$ cat src/rtl/rwt_pkg.sv
package rwt_pkg;

  // View codes presented with each lookup.
  typedef enum logic [1:0] {
    VIEW_CUR  = 2'd0,
    VIEW_NEXT = 2'd1,
    VIEW_PREV = 2'd2,
    VIEW_ALT  = 2'd3
  } view_e;

  // Class of an architectural register number.
  typedef enum logic [1:0] {
    KIND_GLOB  = 2'd0,
    KIND_WIN   = 2'd1,
    KIND_MICRO = 2'd2,
    KIND_BAD   = 2'd3
  } kind_e;

  localparam int NUM_VIEWS = 3;

endpackage

$ cat src/rtl/rwt_state.sv
// Window pointer and global level registers. Pointer writes saturate.
module rwt_state #(
  parameter int NWIN     = 8,
  parameter int NUM_GL   = 4,
  parameter int CWP_WR_W = 5,
  localparam int WIN_W   = $clog2(NWIN),
  localparam int GL_W    = (NUM_GL > 1) ? $clog2(NUM_GL) : 1
) (
  input  logic                clk,
  input  logic                rst,
  input  logic                cwp_we,
  input  logic [CWP_WR_W-1:0] cwp_wdata,
  input  logic                gl_we,
  input  logic [GL_W-1:0]     gl_wdata,
  output logic [WIN_W-1:0]    cwp_q,
  output logic [GL_W-1:0]     gl_q
);

  localparam logic [WIN_W-1:0] TOP_WIN = WIN_W'(NWIN - 1);

  logic [WIN_W-1:0] cwp_clamped;

  always_comb begin
    if (int'(cwp_wdata) >= NWIN) cwp_clamped = TOP_WIN;
    else                         cwp_clamped = cwp_wdata[WIN_W-1:0];
  end

  always_ff @(posedge clk) begin
    if (rst) begin
      cwp_q <= '0;
      gl_q  <= '0;
    end else begin
      if (cwp_we) cwp_q <= cwp_clamped;
      if (gl_we)  gl_q  <= gl_wdata;
    end
  end

endmodule

$ cat src/rtl/rwt_win_map.sv
// Offset of a windowed slot inside the circular window store for one window.
module rwt_win_map #(
  parameter int NWIN      = 8,
  parameter int RPW       = 16,
  localparam int WIN_W    = $clog2(NWIN),
  localparam int WIN_SLOTS = RPW + RPW / 2,
  localparam int SLOT_W   = $clog2(WIN_SLOTS),
  localparam int OFF_W    = $clog2(NWIN * RPW)
) (
  input  logic [WIN_W-1:0]  win,
  input  logic [SLOT_W-1:0] slot,
  output logic [OFF_W-1:0]  offset
);

  // Truncation to OFF_W bits is the modulo over the power-of-two store size.
  logic [OFF_W-1:0] base;

  always_comb begin
    base   = OFF_W'(win) * OFF_W'(RPW);
    offset = OFF_W'(slot) - base;
  end

endmodule

$ cat src/rtl/rwt_glob_map.sv
// Banked global registers; slot 0 is pinned to physical entry 0.
module rwt_glob_map #(
  parameter int GLOB     = 8,
  parameter int NUM_GL   = 4,
  parameter int PHYS_W   = 8,
  localparam int G_W     = $clog2(GLOB),
  localparam int GL_W    = (NUM_GL > 1) ? $clog2(NUM_GL) : 1
) (
  input  logic [GL_W-1:0]   gl,
  input  logic [G_W-1:0]    gslot,
  output logic [PHYS_W-1:0] phys
);

  always_comb begin
    if (gslot == '0) phys = '0;
    else             phys = PHYS_W'(gslot) + PHYS_W'(gl) * PHYS_W'(GLOB);
  end

endmodule

$ cat src/rtl/rwt_translator.sv
module rwt_translator
  import rwt_pkg::*;
#(
  parameter int NWIN       = 8,
  parameter int RPW        = 16,
  parameter int GLOB       = 8,
  parameter int NUM_GL     = 4,
  parameter int NUM_MICRO  = 16,
  parameter int CWP_WR_W   = $clog2(NWIN) + 2,
  localparam int WIN_W     = $clog2(NWIN),
  localparam int GL_W      = (NUM_GL > 1) ? $clog2(NUM_GL) : 1,
  localparam int TG        = GLOB * NUM_GL,
  localparam int TW        = NWIN * RPW,
  localparam int WIN_SLOTS = RPW + RPW / 2,
  localparam int MB        = GLOB + WIN_SLOTS,
  localparam int ARCH_W    = $clog2(MB + NUM_MICRO),
  localparam int PHYS_W    = $clog2(TG + TW + NUM_MICRO)
) (
  input  logic                clk,
  input  logic                rst,
  input  logic                cwp_we,
  input  logic [CWP_WR_W-1:0] cwp_wdata,
  input  logic                gl_we,
  input  logic [GL_W-1:0]     gl_wdata,
  input  logic [ARCH_W-1:0]   arch_idx,
  input  logic [1:0]          view_sel,
  output logic [PHYS_W-1:0]   phys_idx
);

  localparam int SLOT_W = $clog2(WIN_SLOTS);
  localparam int OFF_W  = $clog2(TW);
  localparam int G_W    = $clog2(GLOB);

  logic [WIN_W-1:0] cwp_q;
  logic [GL_W-1:0]  gl_q;

  rwt_state #(
    .NWIN(NWIN), .NUM_GL(NUM_GL), .CWP_WR_W(CWP_WR_W)
  ) u_state (
    .clk(clk), .rst(rst),
    .cwp_we(cwp_we), .cwp_wdata(cwp_wdata),
    .gl_we(gl_we), .gl_wdata(gl_wdata),
    .cwp_q(cwp_q), .gl_q(gl_q)
  );

  // Classify the architectural number.
  kind_e             kind;
  logic [SLOT_W-1:0] win_slot;
  logic [G_W-1:0]    gslot;

  always_comb begin
    gslot    = arch_idx[G_W-1:0];
    win_slot = SLOT_W'(arch_idx - ARCH_W'(GLOB));
    if (int'(arch_idx) < GLOB)                 kind = KIND_GLOB;
    else if (int'(arch_idx) < MB)              kind = KIND_WIN;
    else if (int'(arch_idx) < MB + NUM_MICRO)  kind = KIND_MICRO;
    else                                       kind = KIND_BAD;
  end

  // Globals, shared by all views.
  logic [PHYS_W-1:0] glob_phys;

  rwt_glob_map #(
    .GLOB(GLOB), .NUM_GL(NUM_GL), .PHYS_W(PHYS_W)
  ) u_glob (
    .gl(gl_q), .gslot(gslot), .phys(glob_phys)
  );

  // One window mapper per view; adjacent windows wrap modulo NWIN.
  logic [WIN_W-1:0] view_win [NUM_VIEWS];
  logic [OFF_W-1:0] view_off [NUM_VIEWS];

  assign view_win[0] = cwp_q;
  assign view_win[1] = cwp_q - WIN_W'(1);
  assign view_win[2] = cwp_q + WIN_W'(1);

  for (genvar v = 0; v < NUM_VIEWS; v++) begin : g_view
    rwt_win_map #(
      .NWIN(NWIN), .RPW(RPW)
    ) u_win (
      .win(view_win[v]), .slot(win_slot), .offset(view_off[v])
    );
  end

  logic [OFF_W-1:0] sel_off;

  always_comb begin
    case (view_e'(view_sel))
      VIEW_NEXT: sel_off = view_off[1];
      VIEW_PREV: sel_off = view_off[2];
      default:   sel_off = view_off[0];
    endcase
  end

  logic [PHYS_W-1:0] phys_d;

  always_comb begin
    case (kind)
      KIND_GLOB:  phys_d = glob_phys;
      KIND_WIN:   phys_d = PHYS_W'(TG) + PHYS_W'(sel_off);
      KIND_MICRO: phys_d = PHYS_W'(arch_idx) - PHYS_W'(MB) + PHYS_W'(TG + TW);
      default:    phys_d = '0;
    endcase
  end

  always_ff @(posedge clk) begin
    if (rst) phys_idx <= '0;
    else     phys_idx <= phys_d;
  end

endmodule

$ cat config.mk
export PLATFORM = sky130hd
export DESIGN_NAME = rwt_translator
export DESIGN_NICKNAME = d
export VERILOG_FILES = /design/src/rtl/rwt_pkg.sv /design/src/rtl/rwt_state.sv /design/src/rtl/rwt_win_map.sv /design/src/rtl/rwt_glob_map.sv /design/src/rtl/rwt_translator.sv
export SDC_FILE = /design/constraint.sdc
export NUM_CORES = 1
export LEC_CHECK = 0
export BUFFER_PORTS_ARGS = -buffer_cell sky130_fd_sc_hd__buf_4
export CAP_MARGIN = 20
export CORE_AREA = 2 2 39 41
export CTS_BUF_LIST = sky130_fd_sc_hd__clkbuf_2
export CTS_CLUSTER_DIAMETER = 30
export DETAILED_ROUTE_END_ITERATION = 8
export DIE_AREA = 0 0 41 43
export PLACE_DENSITY = 0.77
export SLEW_MARGIN = 20
export SYNTH_ARGS = -nofsm -noshare
export SYNTH_HDL_FRONTEND = slang
export SYNTH_SLANG_ARGS = --single-unit
$ cat constraint.sdc
create_clock -name clk -period 4.6 [get_ports clk]
set_clock_uncertainty 0.1 [all_clocks]
set_input_delay 0.46 -clock clk [delete_from_list [all_inputs] [get_ports clk]]
set_output_delay 0.46 -clock clk [all_outputs]
set_load 0.01 [all_outputs]
**Word level (Yosys, flattened, before mapping)**

Cells that the tools add are included.

- Add/subtract/negate cells: 10
- Eq/ne operators: 4
- Reduce and logical (&&, ||, !) cells: 2
- Magnitude comparators: 4
- Muxes and demuxes: 7

Operator list:

| kind | number |
|---|---|
| $pmux 8 s3 | 1 |
| $sub 5x7->7 | 3 |
| $pmux 7 s2 | 1 |
| $lt 6x6->1 const B | 2 |
| $add 6x7->8 const A | 1 |
| $add 8x8->8 const B | 1 |
| $mux 8 | 1 |
| $sub 6x6->7 const B | 1 |
| $add 3x5->6 | 1 |
| $lt 6x4->1 const B | 1 |
| $ge 5x4->1 const B | 1 |
| $sub 5x4->5 const B | 1 |
| $eq 2x1->1 const B | 2 |
| $eq 2x2->1 const B | 2 |
| $mux 2 | 2 |
| $add 3x1->3 const B | 1 |
| $logic_not 3->1 | 1 |
| $mux 3 | 1 |
| $sub 3x1->3 const B | 1 |
| $logic_not 2->1 | 1 |
| $mux 1 | 1 |

- Logic and storage cells: 30
- Bits of input ports: 19
- Output and inout port bits: 8
- Register bits: 13

**Longest topological paths before layout**

Gate-level depths: netlist of run 1.

- Depth after elaboration: 6
- Gate-level depth with buffers: 11
- Mapped depth without buffers: 11

**Cells and area by module**

Synthesis of run 1 repeated with hierarchy kept, for this count alone.

- Cells, all modules: 129
- Area, all modules: 1047.3 µm²

Modules (own cells, without submodules):

| module | cells an instance | times used | seq. area each (µm²) | area each (µm²) |
|---|---|---|---|---|
| rwt_translator | 69 | 1 | 160.2 | 579.3 |
| rwt_win_map | 11 | 3 | 0.0 | 78.8 |
| rwt_state | 18 | 1 | 100.1 | 176.4 |
| rwt_glob_map | 9 | 1 | 0.0 | 55.1 |

**Least setup slack after synthesis of run 1**

No wires, ideal clock.

- Path type: input to register
- Start point: input port view_sel[0]
- End point: register phys_idx[7]
- Setup slack: 2.093 ns
- Data arrival time: 2.292 ns
- Library setup time: 0.115 ns
- Cell stages on the path: 10
- Path buffers: 0
- Required time: 4.385 ns
- Cell sequence: inv_1 -> ha_1 -> fa_1 -> mux2_2 -> ha_1 -> xor2_1 -> xnor2_1 -> ha_1 -> nor2b_1 -> o21a_1

- Longest elaborated chain between the ends: 4
- Elaborated cells between the ends (all ways): 5
- Those cells by class: add/sub (1); eq/ne (2); mux (2)

Ends and longest elaborated chain:

| element | line | text |
|---|---|---|
| start: declaration | rwt_translator.sv:26 | `input logic [1:0] view_sel,` |
| $eq 2x2->1 / $eq 2x1->1 (equally long branches) | rwt_translator.sv:88 | `case (view_e'(view_sel))` |
| $pmux 7 s2 (*) | rwt_translator.sv:88 |  |
| $add 6x7->8 (*) | rwt_translator.sv:100 | `KIND_WIN: phys_d = PHYS_W'(TG) + PHYS_W'(sel_off);` |
| $pmux 8 s3 (*) | rwt_translator.sv:98 | `case (kind)` |
| end signal: assignment | rwt_translator.sv:108 | `else phys_idx <= phys_d;` |
| end: declaration | rwt_translator.sv:27 | `output logic [PHYS_W-1:0] phys_idx` |

Every way passes the cells marked *; elsewhere a longest branch is shown, timed or not.
A chain may end at the register's enable or synchronous reset.

**Final worst setup path of run 1**

- Start point: input port view_sel[0]
- End point: register phys_idx[6]

Same word-level chain as after synthesis.

==> results.md, run 1 <==
- The type of origin of the critical path is an input port.
- The register area share after synthesis is 43.0%.
- The area of all placed cells without fillers is around 840 um^2.
- For this design, the CTS-stage hold fixing added 0 buffers.
- STA puts the critical path data arrival time at approximately 2.5 ns.
- After routing, the total negative slack on setup checks comes to 0 ns.
- The logic depth of the worst register-to-register path is 8.
- The count of buffers added on input and output ports is 26.
- The most used flip-flop cell after synthesis is sky130_fd_sc_hd__dfxtp_1.
- The ratio of routed vias to standard cells is between 4 and 5.
- Among all cell types in the netlist, the one instantiated most often is sky130_fd_sc_hd__dfxtp_1.
- The aggregate global-route resource usage is 15.9%.
- In the final layout, the share of cells above drive strength 1 is approximately 36%.
- Along the worst path, the maximum fanout reaches 2.
- For this block, the via count after detailed routing is roughly 520.
- The setup fix buffers added after clock tree synthesis is 0.
- The critical setup path kind is in2reg.
- The height of the die is about 43 um.
- Once the floorplan was initialized, standard cells occupied a little over two fifths of the core.
- The insertion delay of the later-clocked pin in the worst-skew pair is between 0.2 and 0.3 ns.
- The die covers around 0.0018 mm^2.
- In this run the cell area of the synthesized design comes to approximately 600 um^2.
- The origin of the worst min-delay path is arch_idx[1].
- After synthesis the netlist holds a flip-flop and latch count of 13.
- In the synthesized netlist, the cells that appear most often are sky130_fd_sc_hd__dfxtp_1 (13), sky130_fd_sc_hd__nor2_1 (8), sky130_fd_sc_hd__ha_1 (4), sky130_fd_sc_hd__inv_1 (4).
- The number of remaining DRC errors is 0.
- The area growth from synthesis to layout is 38.0%.
- The finished layout holds 107 standard cells, fillers aside.
- In the global route stage, met2 resource usage came out at between 20 and 25%.
- 27 I/O pins were placed.
- Setup repair after global routing left no endpoint under its margin.
- The number of inserted filler cells in the final layout is 124.
- The slack of the critical path is roughly 2.2 ns.
- Summing all placed instances gives a cell area of approximately 820 um^2.
- The post-placement cell count is 103.
- The run finished with clean final reports.
- The final count of pins violating max slew is 0.
- Of all flip-flops after synthesis, the portion carrying an async set or reset was 0%.
- The class of the tightest hold or removal check is in2reg.
- Once the clock tree was built, the resizer swapped 0 gates to a different size.
- At the pin with the least slew margin, the transition time is between 0.3 and 0.4 ns.
- For this block, the initial DRC count from the detailed router was 4.
- The beginning of the worst register-to-register path is u_state.cwp_q[0]$_SDFFE_PP0P_.
- The total wire length after detailed routing is 1.12 mm.
- The number of core rows is 14.
- The global-route met3 utilization is under 10%.
- The cell leakage power is about 0.00039 uW.
- The count of endpoints failing hold in the final timing report was 0.
- The slowest stage cell on the critical path is sky130_fd_sc_hd__fa_1.
- In this run, CTS created clock tree buffers numbering 3.
- The number of violations of the max-capacitance limit is 0.
- The maximum number of pins on one net before global-route repair is 10.
- The critical path's most frequent cell is sky130_fd_sc_hd__ha_1.
- The peak-usage layer in the global routing report is met2.
- In this run the power density over the cells is 306 mW/mm^2.
- Traced cell by cell, the critical path runs through buf_4 -> inv_1 -> ha_1 -> fa_1 -> mux2_2 -> ha_1 -> xor2_1 -> xnor2_1 -> ha_1 -> nor4b_1.
- Summed over its instances, the top area cell type makes up a little over two fifths of the synthesized netlist area.
- The estimated wirelength of the detail-placed design is ~920 um.
- The count of nets after finishing is between 100 and 150.
- For this run, the slowest stage of the critical path takes between 0.4 and 0.5 ns.
- From left edge to right edge, the die measures between 40 and 50 um.
- The total overflow reported by the global router is 0.
- The final antenna diode count is 0.
- Setup violations remaining at the end of the flow were counted as 0.
- The final critical-path required period is 2.43 ns.
- The number of synthesized flops with an enable pin is 0.
- The cell count after synthesis is 62.
- At the worst endpoint, the required time is 4.66 ns.
- The initial antenna violation count is 0.
- The endpoint kind of the worst setup timing path is a flop.
- Across the VDD grid, the largest voltage drop is roughly 220 uV.
- In this run the deepest clock path goes through 2 buffers.
- The maximum achievable frequency is approximately 400 MHz.
- The mean routed wirelength per cell is approximately 10 um.
- When the netlist entered floorplanning its net count stood at between 80 and 90.
- TritonCTS built the clock tree.
- Measured on the finished design, the core utilization comes to between 60 and 70%.
- The reg-to-reg critical path endpoint is phys_idx[6]$_SDFF_PP0_.
- The post-placement worst setup slack is 1.90 ns.
- Across all register-to-register paths, the minimum setup slack is 2.21 ns.
- The first global-routing pass estimated approximately 1.9 mm of wire.
- The cell sitting at the root of the clock tree is a sky130_fd_sc_hd__clkbuf_2.
- The Yosys step of the flow raised 0 warnings.
- In the global route stage, met1 resource usage came out at a little under a fifth.
- The congestion estimate from routability-driven global placement came to ~0.72.
- The remaining antenna violation count is 0.
- The length of the first detailed-routing pass in iterations is 2.
- The post-synthesis cell type with the largest combined area is sky130_fd_sc_hd__dfxtp_1.
- In the finished design, the share of the clock period the worst path needs comes to between 50% and 60%.
- The total area inside the core boundary comes to 0.00138 mm^2.
- The post-synthesis cell type count is 25.
- The max-slew headroom at the worst pin is roughly four fifths.
- The worst-case hold path end point is phys_idx[1]$_SDFF_PP0_.
- The worst hold path stage count is 2.
- After synthesis, the mean cell area works out to 9.77 um^2.
- The via count of the first global-routing pass is between 400 and 500.
- After clock tree synthesis, the clock-pin slew on the worst setup and hold paths is 0.11 ns.
- CTS built an H-tree with a depth of 1.
- The CTS sink count is 13.
- In the post-synthesis netlist, the biggest area contributors are sky130_fd_sc_hd__dfxtp_1 (43%), sky130_fd_sc_hd__ha_1 (8.3%), sky130_fd_sc_hd__nor2_1 (5.0%).
==> registers in the layout, indices dropped and copies added, names as in the netlist <==
signal and flops:
u_state.cwp_q 3, u_state.gl_q 2, phys_idx 8
==> cells by family (layout without fill, tap and decap cells) <==
group | Yosys count | count (layout) | share of synthesized area, %
fa+ha+maj | 5 | 5 | 11.6
buf+inv | 5 | 34 | 3.30
xor+xnor | 5 | 5 | 7.23
flops | 13 | 13 | 43.0
simple gates | 23 | 23 | 19.6
compound gates | 8 | 8 | 10.1
mux | 3 | 3 | 5.17
==> how the worst max path moves through the flow <==
stage / from / endpoint / slack (ns) / cells after the start
4_1_cts: view_sel[0] / phys_idx[6]$_SDFF_PP0_ / 2.19 / 10
6_report: view_sel[0] / phys_idx[6]$_SDFF_PP0_ / 2.17 / 10
5_1_grt: u_state.cwp_q[0]$_SDFFE_PP0P_ / phys_idx[6]$_SDFF_PP0_ / 2.03 / 8
2_1_floorplan: view_sel[0] / phys_idx[7]$_SDFF_PP0_ / 2.09 / 10
3_5_place_dp: view_sel[0] / phys_idx[7]$_SDFF_PP0_ / 1.90 / 11
3_3_place_gp: view_sel[0] / phys_idx[6]$_SDFF_PP0_ / 1.93 / 10
==> worst max-delay path, delay by kind of cell <==
kind	cells	cell delay (ns)
fa+ha+maj	4	1.09
xor+xnor	2	0.29
mux	1	0.28
buf+inv	2	0.14
simple gates	1	0.22
==> per-stage QoR <==
stage | total power (uW) | hold WS [ns]
after floorplan | 171 | 0.360
after global routing | 275 | 0.290
after detailed placement | 202 | 0.383
after global placement | 199 | 0.375
after CTS | 259 | 0.288
final | 255 | 0.302
==> cell usage in the layout, fill, tap and decap left out, types with 2 or more instances in the layout <==
master	instances
sky130_fd_sc_hd__nor2_1	8
sky130_fd_sc_hd__nor3_1	3
sky130_fd_sc_hd__and2_1	3
sky130_fd_sc_hd__clkbuf_2	4
sky130_fd_sc_hd__buf_4	26
sky130_fd_sc_hd__xnor2_1	3
sky130_fd_sc_hd__a211oi_1	3
sky130_fd_sc_hd__mux2i_1	2
sky130_fd_sc_hd__dfxtp_1	13
sky130_fd_sc_hd__nand3_1	2
sky130_fd_sc_hd__ha_1	4
sky130_fd_sc_hd__inv_1	4
sky130_fd_sc_hd__o21a_1	2
sky130_fd_sc_hd__xor2_1	2
==> where the power goes <==
part           internal [uW]  switching (uW)  leakage [uW]
registers                122            3.48      0.000108
logic                   41.6            31.9      0.000263
clock network           23.1            33.7     0.0000166
==> final cells by class <==
| cell class | count | area (um^2) | share of cell area (%) |
|---|---|---|---|
| Clock buffer | 4 | 20.0 | 2.40 |
| Timing Repair Buffer | 26 | 195 | 23.4 |
| Inverter | 4 | 15.0 | 1.80 |
| Sequential cell | 13 | 260 | 31.1 |
| Multi-Input combinational cell | 44 | 325 | 38.9 |
| Tap cell | 16 | 20.0 | 2.40 |
==> metal layers <==
metal	vias to the layer above	share of wire, %
li1	268	-
met1	234	44
met2	14	49
met3	2	5.6
met4	0	0.81
met5	-	0
Power figures use the tool's default switching activity.
==> run 2, diff against run 1 <==
Settings changed: ABC_AREA set to 1, CORE_AREA 2 2 39 41 to not set, CORE_UTILIZATION set to 43, DIE_AREA 0 0 41 43 to not set, PLACE_DENSITY 0.77 to 0.76.
Clock period 4.6 ns to 2.12 ns, I/O delays scaled along.
==> results.md, run 2 <==
- The number of nets in the synthesized netlist is 106 (+23%).
- The launching instance or port of the critical path is u_state.cwp_q[1]$_SDFFE_PP0P_.
- The insertion delay of the later-clocked pin in the worst-skew pair was 0.27 ns (+0.02 ns).
- The level count of the clock H-tree was 1 (unchanged).
- Setup repair after global routing could not meet its margin everywhere.
- The CTS sink count is 13 (unchanged).
- The register area share after synthesis is 40.5% (-2.5 points).
- The DRC violation total after the first TritonRoute iteration was 3 (-1).
- The aggregate global-route resource usage is 18.4% (+2.4 points).
- The clock transition time at the flip-flop clock pins of the worst setup and hold paths came to 0.14 ns (+0.03 ns).
- The length of the first detailed-routing pass in iterations is 3 (+1).
- The maximum buffer depth of the clock tree is 2 (unchanged).
- The count of state elements after synthesis is 13 (unchanged).
- The cell count after synthesis is 82 (+32%).
- The number of violations of the max-capacitance limit is 0 (unchanged).
- The area of the die is 0.00165 mm^2 (-6.2%).
- The share of layout cells above drive strength 1 is 40.4% (+4.1 points).
- The slowest stage cell on the critical path is sky130_fd_sc_hd__fa_1.
- phys_idx holds more flip-flops than any other register.
- Walking the worst path, the cells encountered are inv_2 -> fa_1 -> nand2_1 -> o21ai_1 -> ha_2 -> xnor2_2 -> xnor2_1 -> ha_1 -> nand3_2 -> nor2_1.
- The cell leakage power came to 0.000475 uW (+23%).
- The area of all placed cells without fillers is 910 um^2 (+8.8%).
- In the final layout, the registers with the most flip-flops are phys_idx x8, u_state.cwp_q x3, u_state.gl_q x2.
- The total power per unit cell area is 646 mW/mm^2 (+110%).
- The run finished with clean final reports.
- The tree is rooted in a sky130_fd_sc_hd__clkbuf_2.
- The flip-flop count of the largest register, all copies and words added was 8 (unchanged).
- The final core area utilization is 67.4% (+7.0 points).
- The logic depth of the worst register-to-register path is 10 (+2).
- The combinational fraction of design power is 31.4% (+2.6 points).
- After layout, the minimum clock period comes to 2.06 ns.
- The sequential group share of total power is 46.3% (-2.7 points).
- The maximum achievable frequency is slightly below 500 MHz.
- The maximum number of pins on one net before global-route repair was 8 (-2).
- The post-synthesis cell type count is 17 (-32%).
- The initial antenna violation count was 0 (unchanged).
- The critical setup path kind is reg2reg.
- STA classifies the critical path startpoint as a flop.
- The first-pass GRT wire length was 1.97 mm (+4.0%).
- The clock share of power came to 22.3% (about the same).
- The switching power summed over all nets came to 173 uW (+150%).
- The number of buffers created by CTS is 3 (unchanged).
- The peak supply drop was 298 uV (+34%).
- The register-to-register path setup slack came to 0.06 ns (-2.15 ns).
- The most instantiated flip-flop cell in the synthesis netlist is sky130_fd_sc_hd__dfxtp_1.
- The width of the die is 40.7 um (-0.79%).
- STA classifies the critical path endpoint as a flop.
- The delay contributed by the slowest stage of the critical path is 0.53 ns (+0.12 ns).
- The floorplan core area came to 0.00135 mm^2 (-2.4%).
- The estimated wirelength of the detail-placed design is 1.04 mm (+12%).
- The fraction of power spent switching nets is 29.5% (+2.5 points).
- The slack of the critical path is 0.0604 ns (-2.11 ns).
- The number of buffers and inverters on the critical path was 1 (-1).
- The share of the clock period used by the worst path is between 90% and 100%.
- The final count of pins violating max slew is 0 (unchanged).
- The reg-to-reg critical path endpoint is phys_idx[6]$_SDFF_PP0_.
- The slew of the pin with the lowest slew margin is 0.187 ns (-0.123 ns).
- The number of I/O pins came to 27 (unchanged).
- The height of the die came to 40.7 um (-5.4%).
- The max-slew headroom at the worst pin is 87.5% (+8.2 points).
- The maximum fanout count along the critical path is 2 (unchanged).
- sky130_fd_sc_hd__inv_1 is the most common cell in the netlist.
- The internal power summed over all cells came to 414 uW (+120%).
- The number of port buffers is 26 (unchanged).
- The Yosys warning count is 0 (unchanged).
- In this run the worst hold path is classified as in2reg.
- The area growth from synthesis to layout is 41.4%.
- The beginning of the worst register-to-register path is u_state.cwp_q[1]$_SDFFE_PP0P_.
- Ranked by total cell area, the synthesized netlist is headed by sky130_fd_sc_hd__dfxtp_1 (40%), sky130_fd_sc_hd__inv_1 (8.8%), sky130_fd_sc_hd__ha_1 (7.8%).
- The async set-or-reset flop fraction in the synthesized netlist came to 0% (unchanged).
- The number of logic stages on the critical path including buffering is 10 (unchanged).
- The timing endpoint of the critical path is phys_idx[6]$_SDFF_PP0_.
- The weighted congestion reported at the end of routability-driven placement is 0.783 (+9.4%).
- The post-placement worst setup slack is -0.104 ns (-2.01 ns).
- The number of core rows is 13 (-1).
- The ratio of routed vias to standard cells is 4.72 (-2.5%).
- The via count is 609 (+18%).
- The count of nets after finishing was 139 (+20%).
- The mean area per synthesized cell is 7.84 um^2 (-20%).
- The commonest non-fill, non-tap cell in the layout is sky130_fd_sc_hd__buf_4.
- The post-layout total power was 587 uW (+130%).
- Among cell families on the critical path, the largest total delay comes from adder cells.
- The via count of the first global-routing pass was 511 (+9.4%).
- The total wire length after detailed routing is 1.25 mm (+12%).
- The final antenna diode count is 0 (unchanged).
- The number of remaining DRC errors is 0 (unchanged).
- The total overflow reported by the global router came to 0 (unchanged).
- The arrival time of the worst setup path is 2.15 ns (-0.34 ns).
- The starting utilization of the core area is 47.6% (+3.9 points).
- The remaining antenna violation count is 0 (unchanged).
- The commonest cells after synthesis are sky130_fd_sc_hd__inv_1 (15), sky130_fd_sc_hd__dfxtp_1 (13), sky130_fd_sc_hd__nor2_1 (10).
- The number of buffers inserted by hold repair at cts was 0 (unchanged).
- The mean routed wirelength per cell is 9.71 um (-6.9%).
- The post-synthesis cell type with the largest combined area is sky130_fd_sc_hd__dfxtp_1.
- The cell area after placement came to 872 um^2 (+6.9%).
- The count of endpoints failing hold in the final timing report is 0 (unchanged).
- The library cells used most frequently in the layout, excluding fill and tap cells, are sky130_fd_sc_hd__buf_4 (28), sky130_fd_sc_hd__inv_1 (14), sky130_fd_sc_hd__dfxtp_1 (11).
- The number of synthesized flops with an enable pin is 0 (unchanged).
- The proportion of netlist area held by the largest area contributor is 40.5% (-2.5 points).
- The total standard cell area after synthesis is 643 um^2 (+6.2%).
- The setup-violating endpoint count in the final report is 0 (unchanged).
- The critical path data required time came to 2.21 ns (-2.45 ns).
- TritonCTS built the clock tree.
## run 2: cell types whose count changed after synthesis, moves of 2 or more
cell                       delta
sky130_fd_sc_hd__nand2_1      +5
sky130_fd_sc_hd__mux2i_1      -2
sky130_fd_sc_hd__a21oi_1      +4
sky130_fd_sc_hd__nand3_1      +3
sky130_fd_sc_hd__nor2_1       +2
sky130_fd_sc_hd__inv_2        +4
sky130_fd_sc_hd__nor3_1       -3
sky130_fd_sc_hd__o21ai_1      +6
sky130_fd_sc_hd__nand2_2      +2
sky130_fd_sc_hd__and2_1       -3
sky130_fd_sc_hd__a31oi_1      +2
sky130_fd_sc_hd__o21a_1       -2
sky130_fd_sc_hd__a211oi_1     -3
sky130_fd_sc_hd__inv_1       +11
## run 2: through the flow
step | instances | hold slack, ns | setup TNS (ns)
after floorplan | 82 | 0.181 | 0
after global placement | 125 | 0.330 | -0.0225
after detailed placement | 125 | 0.337 | -0.148
after CTS | 129 | 0.0324 | 0
after global routing | 129 | 0.0188 | -0.0122
final | 129 | 0.0350 | 0
## run 2: power by group through the flow
stage / clock network, uW / logic (uW) / registers [uW]
after CTS: 134 / 171 / 271
final: 131 / 184 / 272
after global routing: 142 / 204 / 275
after detailed placement: 0 / 170 / 277
after global placement: 0 / 162 / 276
after floorplan: 0 / 89.8 / 283
## run 2: logic make-up after synthesis
| logic type | synth area share (%) |
|---|---|
| adders and majority gates | 10.9 |
| DFF | 40.5 |
| xor gates and xnor gates | 5.45 |
| AOI/OAI and AO/OA | 14.6 |
| buffers and inverters | 11.1 |
| and+or+nand+nor | 17.5 |
## run 2: final cells by class
class | count | area [um^2]
fill | 132 | 440
multi-input combinational | 50 | 327
sequential | 13 | 263
timing repair buffer | 28 | 210
inverter | 19 | 71.3
clock buffer | 4 | 20.0
tap | 15 | 18.8
## run 2: worst register-to-register path, cell delays in order, from the launching register on
cell,delay (ns)
sky130_fd_sc_hd__dfxtp_2,0.36
sky130_fd_sc_hd__inv_2,0.04
sky130_fd_sc_hd__fa_1,0.53
sky130_fd_sc_hd__nand2_1,0.05
sky130_fd_sc_hd__o21ai_1,0.07
sky130_fd_sc_hd__ha_2,0.20
sky130_fd_sc_hd__xnor2_2,0.11
sky130_fd_sc_hd__xnor2_1,0.14
sky130_fd_sc_hd__ha_1,0.27
sky130_fd_sc_hd__nand3_2,0.07
sky130_fd_sc_hd__nor2_1,0.04
## run 2: timing repair
item,in CTS,in global routing
endpoints found under the setup margin,0,2
setup buffers,0,0
resized for setup,0,6
endpoints found under the hold margin,0,0
## run 2: worst min-delay path by stage
stage	start	endpoint	slack, ns	cells after the start
finish	rst	phys_idx[6]$_SDFF_PP0_	0.04	2
global route	rst	phys_idx[6]$_SDFF_PP0_	0.02	2
CTS	rst	phys_idx[5]$_SDFF_PP0_	0.03	2
detailed placement	rst	phys_idx[4]$_SDFF_PP0_	0.34	2
global placement	rst	phys_idx[5]$_SDFF_PP0_	0.33	2
floorplan	rst	phys_idx[3]$_SDFF_PP0_	0.18	1
## run 2: routing by layer
metal | up-vias | routed length, um | global-route usage, %
li1 | 321 | - | -
met1 | 266 | 561 | 21.2
met2 | 20 | 616 | 31.7
met3 | 2 | 67 | 4.89
met4 | 0 | 6 | 7.50
met5 | - | 0 | 0
==> run 3, diff against run 2 <==
Settings changed: CORE_UTILIZATION 43 to 48, HOLD_SLACK_MARGIN set to 0.06, PLACE_DENSITY 0.76 to 0.8, REMOVE_ABC_BUFFERS set to 1.
Clock period 2.12 ns to 2.1 ns, I/O delays scaled along.
==> results.md, run 3 (synthesized netlist as in run 2, its figures left out) <==
- The count of endpoints failing hold in the final timing report is 0 (unchanged).
- The critical path is of the reg2reg type.
- The number of core rows is 12 (-1).
- The combinational fraction of design power was 34.6% (+3.2 points).
- The starting utilization of the core area is 54.9% (+7.3 points).
- The maximum buffer depth of the clock tree came to 2 (unchanged).
- The clock share of power is 21.2% (-1.1 points).
- The final count of pins violating max slew is 0 (unchanged).
- The setup-violating endpoint count in the final report was 1 (+1).
- The mean routed wirelength per cell is 11.9 um (+22%).
- The fraction of power spent switching nets was 30.1% (+0.55 points).
- The CTS sink count came to 13 (unchanged).
- The clock transition time at the flip-flop clock pins of the worst setup and hold paths was 0.13 ns (about the same).
- The total overflow reported by the global router is 0 (unchanged).
- From synthesis to final layout, the design area changed by 52.5%.
- The height of the die is 38.6 um (-5.1%).
- The sequential group share of total power is 44.2% (-2.1 points).
- The share of layout cells above drive strength 1 is 43.3% (+3.0 points).
- The number of port buffers came to 26 (unchanged).
- The cell area after placement came to 878 um^2 (+0.72%).
- The register with the most flip-flops in the final layout is phys_idx.
- The final reports fail on setup timing.
- The largest registers in the layout are phys_idx x8, u_state.cwp_q x3, u_state.gl_q x2.
- The largest individual stage delay along the critical path comes from the cell sky130_fd_sc_hd__fa_1.
- The tightest min-delay check is of the in2reg type.
- The slack of the critical path is -0.00229 ns (-0.0627 ns).
- The critical path data required time is 2.23 ns (+0.02 ns).
- The length of the first detailed-routing pass in iterations is 4 (+1).
- Setup repair after global routing could not meet its margin everywhere.
- The worst-case hold slack came to 0.0687 ns (+0.0337 ns).
- The final antenna diode count came to 0 (unchanged).
- The switching power summed over all nets was 187 uW (+7.8%).
- The number of I/O pins is 27 (unchanged).
- The width of the die is 38.6 um (-5.1%).
- The number of violations of the max-capacitance limit is 0 (unchanged).
- The initial antenna violation count is 0 (unchanged).
- The level count of the clock H-tree is 1 (unchanged).
- The setup TNS was -0.00229 ns (-0.00229 ns).
- The area of all placed cells without fillers is 981 um^2 (+7.8%).
- The aggregate global-route resource usage is 24.7% (+6.3 points).
- The cell leakage power is 0.000508 uW (+6.9%).
- The delay contributed by the slowest stage of the critical path was 0.47 ns (-0.06 ns).
- The via count of the first global-routing pass is 594 (+16%).
- The origin of the worst min-delay path is gl_wdata[0].
- In the layout the commonest cells are sky130_fd_sc_hd__buf_4 (30), sky130_fd_sc_hd__inv_1 (14), sky130_fd_sc_hd__dfxtp_1 (11).
- The via count came to 654 (+7.4%).
- The number of buffers created by CTS came to 3 (unchanged).
- The TritonCTS clock tree is built.
- The maximum number of pins on one net before global-route repair is 8 (unchanged).
- The slew of the pin with the lowest slew margin is 0.178 ns (-0.00865 ns).
- The insertion delay of the later-clocked pin in the worst-skew pair is 0.27 ns (about the same).
- The flip-flop count of the largest register, all copies and words added is 8 (unchanged).
- The post-placement worst setup slack is -0.166 ns (-0.0613 ns).
- The DRC violation total after the first TritonRoute iteration is 12 (+9).
- The final critical-path required period is 2.10 ns (+0.0427 ns).
- The estimated wirelength of the detail-placed design is 1.09 mm (+5.1%).
- The number of remaining DRC errors came to 0 (unchanged).
- The max-slew headroom at the worst pin is 88.1% (+0.58 points).
- The critical path goes through inv_2 -> fa_1 -> nand2_1 -> o21ai_2 -> ha_2 -> xnor2_2 -> xnor2_2 -> ha_2 -> nand3_2 -> nor2_1.
- The total power per unit cell area is 634 mW/mm^2 (-1.9%).
- The ratio of routed vias to standard cells is 4.88 (+3.4%).
- The run finished, with violations left.
- The maximum achievable frequency came to 476 MHz (-2.0%).
- In this run the critical register-to-register path is launched from u_state.cwp_q[0]$_SDFFE_PP0P_.
- The post-layout total power came to 622 uW (+5.8%).
- The count of nets after finishing is 145 (+4.3%).
- The share of the clock period used by the worst path is 100% (+3.0 points).
- The floorplan core area is 0.00117 mm^2 (-13%).
- The weighted congestion reported at the end of routability-driven placement is 0.753 (-3.9%).
- The peak supply drop is 373 uV (+25%).
- CTS placed an instance of sky130_fd_sc_hd__clkbuf_2 at the clock tree root.
- The maximum fanout count along the critical path is 2 (unchanged).
- The total wire length after detailed routing is 1.59 mm (+27%).
- The internal power summed over all cells was 435 uW (+5.0%).
- The first-pass GRT wire length came to 2.44 mm (+24%).
- The area of the die is 0.00149 mm^2 (-9.9%).
- The arrival time of the worst setup path came to 2.23 ns (+0.08 ns).
- The launching instance or port of the critical path is u_state.cwp_q[0]$_SDFFE_PP0P_.
- The worst setup path is captured at a flop.
- The remaining antenna violation count is 0 (unchanged).
- The commonest non-fill, non-tap cell in the layout is sky130_fd_sc_hd__buf_4.
- The worst setup path is launched from a flop.
==> run 3: cell types whose count changed in the layout (fill, tap and decap cells not counted) <==
cell / before / now
sky130_fd_sc_hd__xnor2_1: 2 / 1
sky130_fd_sc_hd__a21oi_1: 5 / 4
sky130_fd_sc_hd__ha_1: 3 / 2
sky130_fd_sc_hd__ha_2: 1 / 2
sky130_fd_sc_hd__dlygate4sd3_1: 0 / 4
sky130_fd_sc_hd__o21ai_1: 6 / 5
sky130_fd_sc_hd__buf_4: 28 / 30
sky130_fd_sc_hd__xnor2_2: 1 / 2
sky130_fd_sc_hd__a21oi_2: 0 / 1
sky130_fd_sc_hd__o21ai_2: 1 / 2
==> run 3: power groups by stage <==
stage / logic, uW / clock network [uW] / registers (uW)
global route: 240 / 148 / 277
detailed placement: 179 / 0 / 279
CTS: 190 / 130 / 274
global placement: 166 / 0 / 279
floorplan: 90.6 / 0 / 286
finish: 215 / 132 / 275
==> run 3: layout make-up <==
cell class | count | area [um^2]
Multi-Input combinational cell | 50 | 344
Timing Repair Buffer | 34 | 265
Sequential cell | 13 | 263
Fill cell | 86 | 190
Inverter | 19 | 71.3
Clock buffer | 4 | 20.0
Tap cell | 14 | 17.5
==> run 3: routing by layer <==
layer	GRT usage, %	up-vias	part of all wire [%]
met5	0	-	0
met4	10.3	0	0.69
met3	7.51	2	5.9
met2	40.8	25	52
met1	29.2	292	41
li1	-	335	-
==> run 3: final timing paths <==
check                           slack (ns)                           end  cells after the start
worst min register to register        0.38  u_state.gl_q[1]$_SDFFE_PP0P_                      2
worst max-delay path                -0.002        phys_idx[6]$_SDFF_PP0_                     10
worst max register to register      -0.002        phys_idx[6]$_SDFF_PP0_                     10
worst min-delay path                  0.07  u_state.gl_q[0]$_SDFFE_PP0P_                      3
==> run 3: what timing repair did <==
| item | CTS | global route |
|---|---|---|
| pin swaps | 7 | 6 |
| setup endpoints to repair | 2 | 2 |
| endpoints found under the hold margin | 8 | 2 |
| gates resized for setup | 4 | 6 |
| buffers inserted | 1 | 0 |
| hold buffers | 2 | 2 |
==> run 3: per-stage QoR <==
stage | std cells | util, %
2_1_floorplan | 82 | -
3_3_place_gp | 125 | 75.0
3_5_place_dp | 125 | 75.0
4_1_cts | 132 | 80.1
5_1_grt | 134 | 83.8
6_report | 134 | 83.8
==> run 3: worst max-delay path: cells and delay by family, from the launching register on <==
kind / cells / cell delay, ns
AO/OA/AOI/OAI: 1 / 0.06
AND/OR/NAND/NOR: 3 / 0.24
adder cells (fa/ha/maj): 3 / 0.98
buffers and inverters: 1 / 0.04
XOR/XNOR: 2 / 0.28
flip-flops: 1 / 0.36
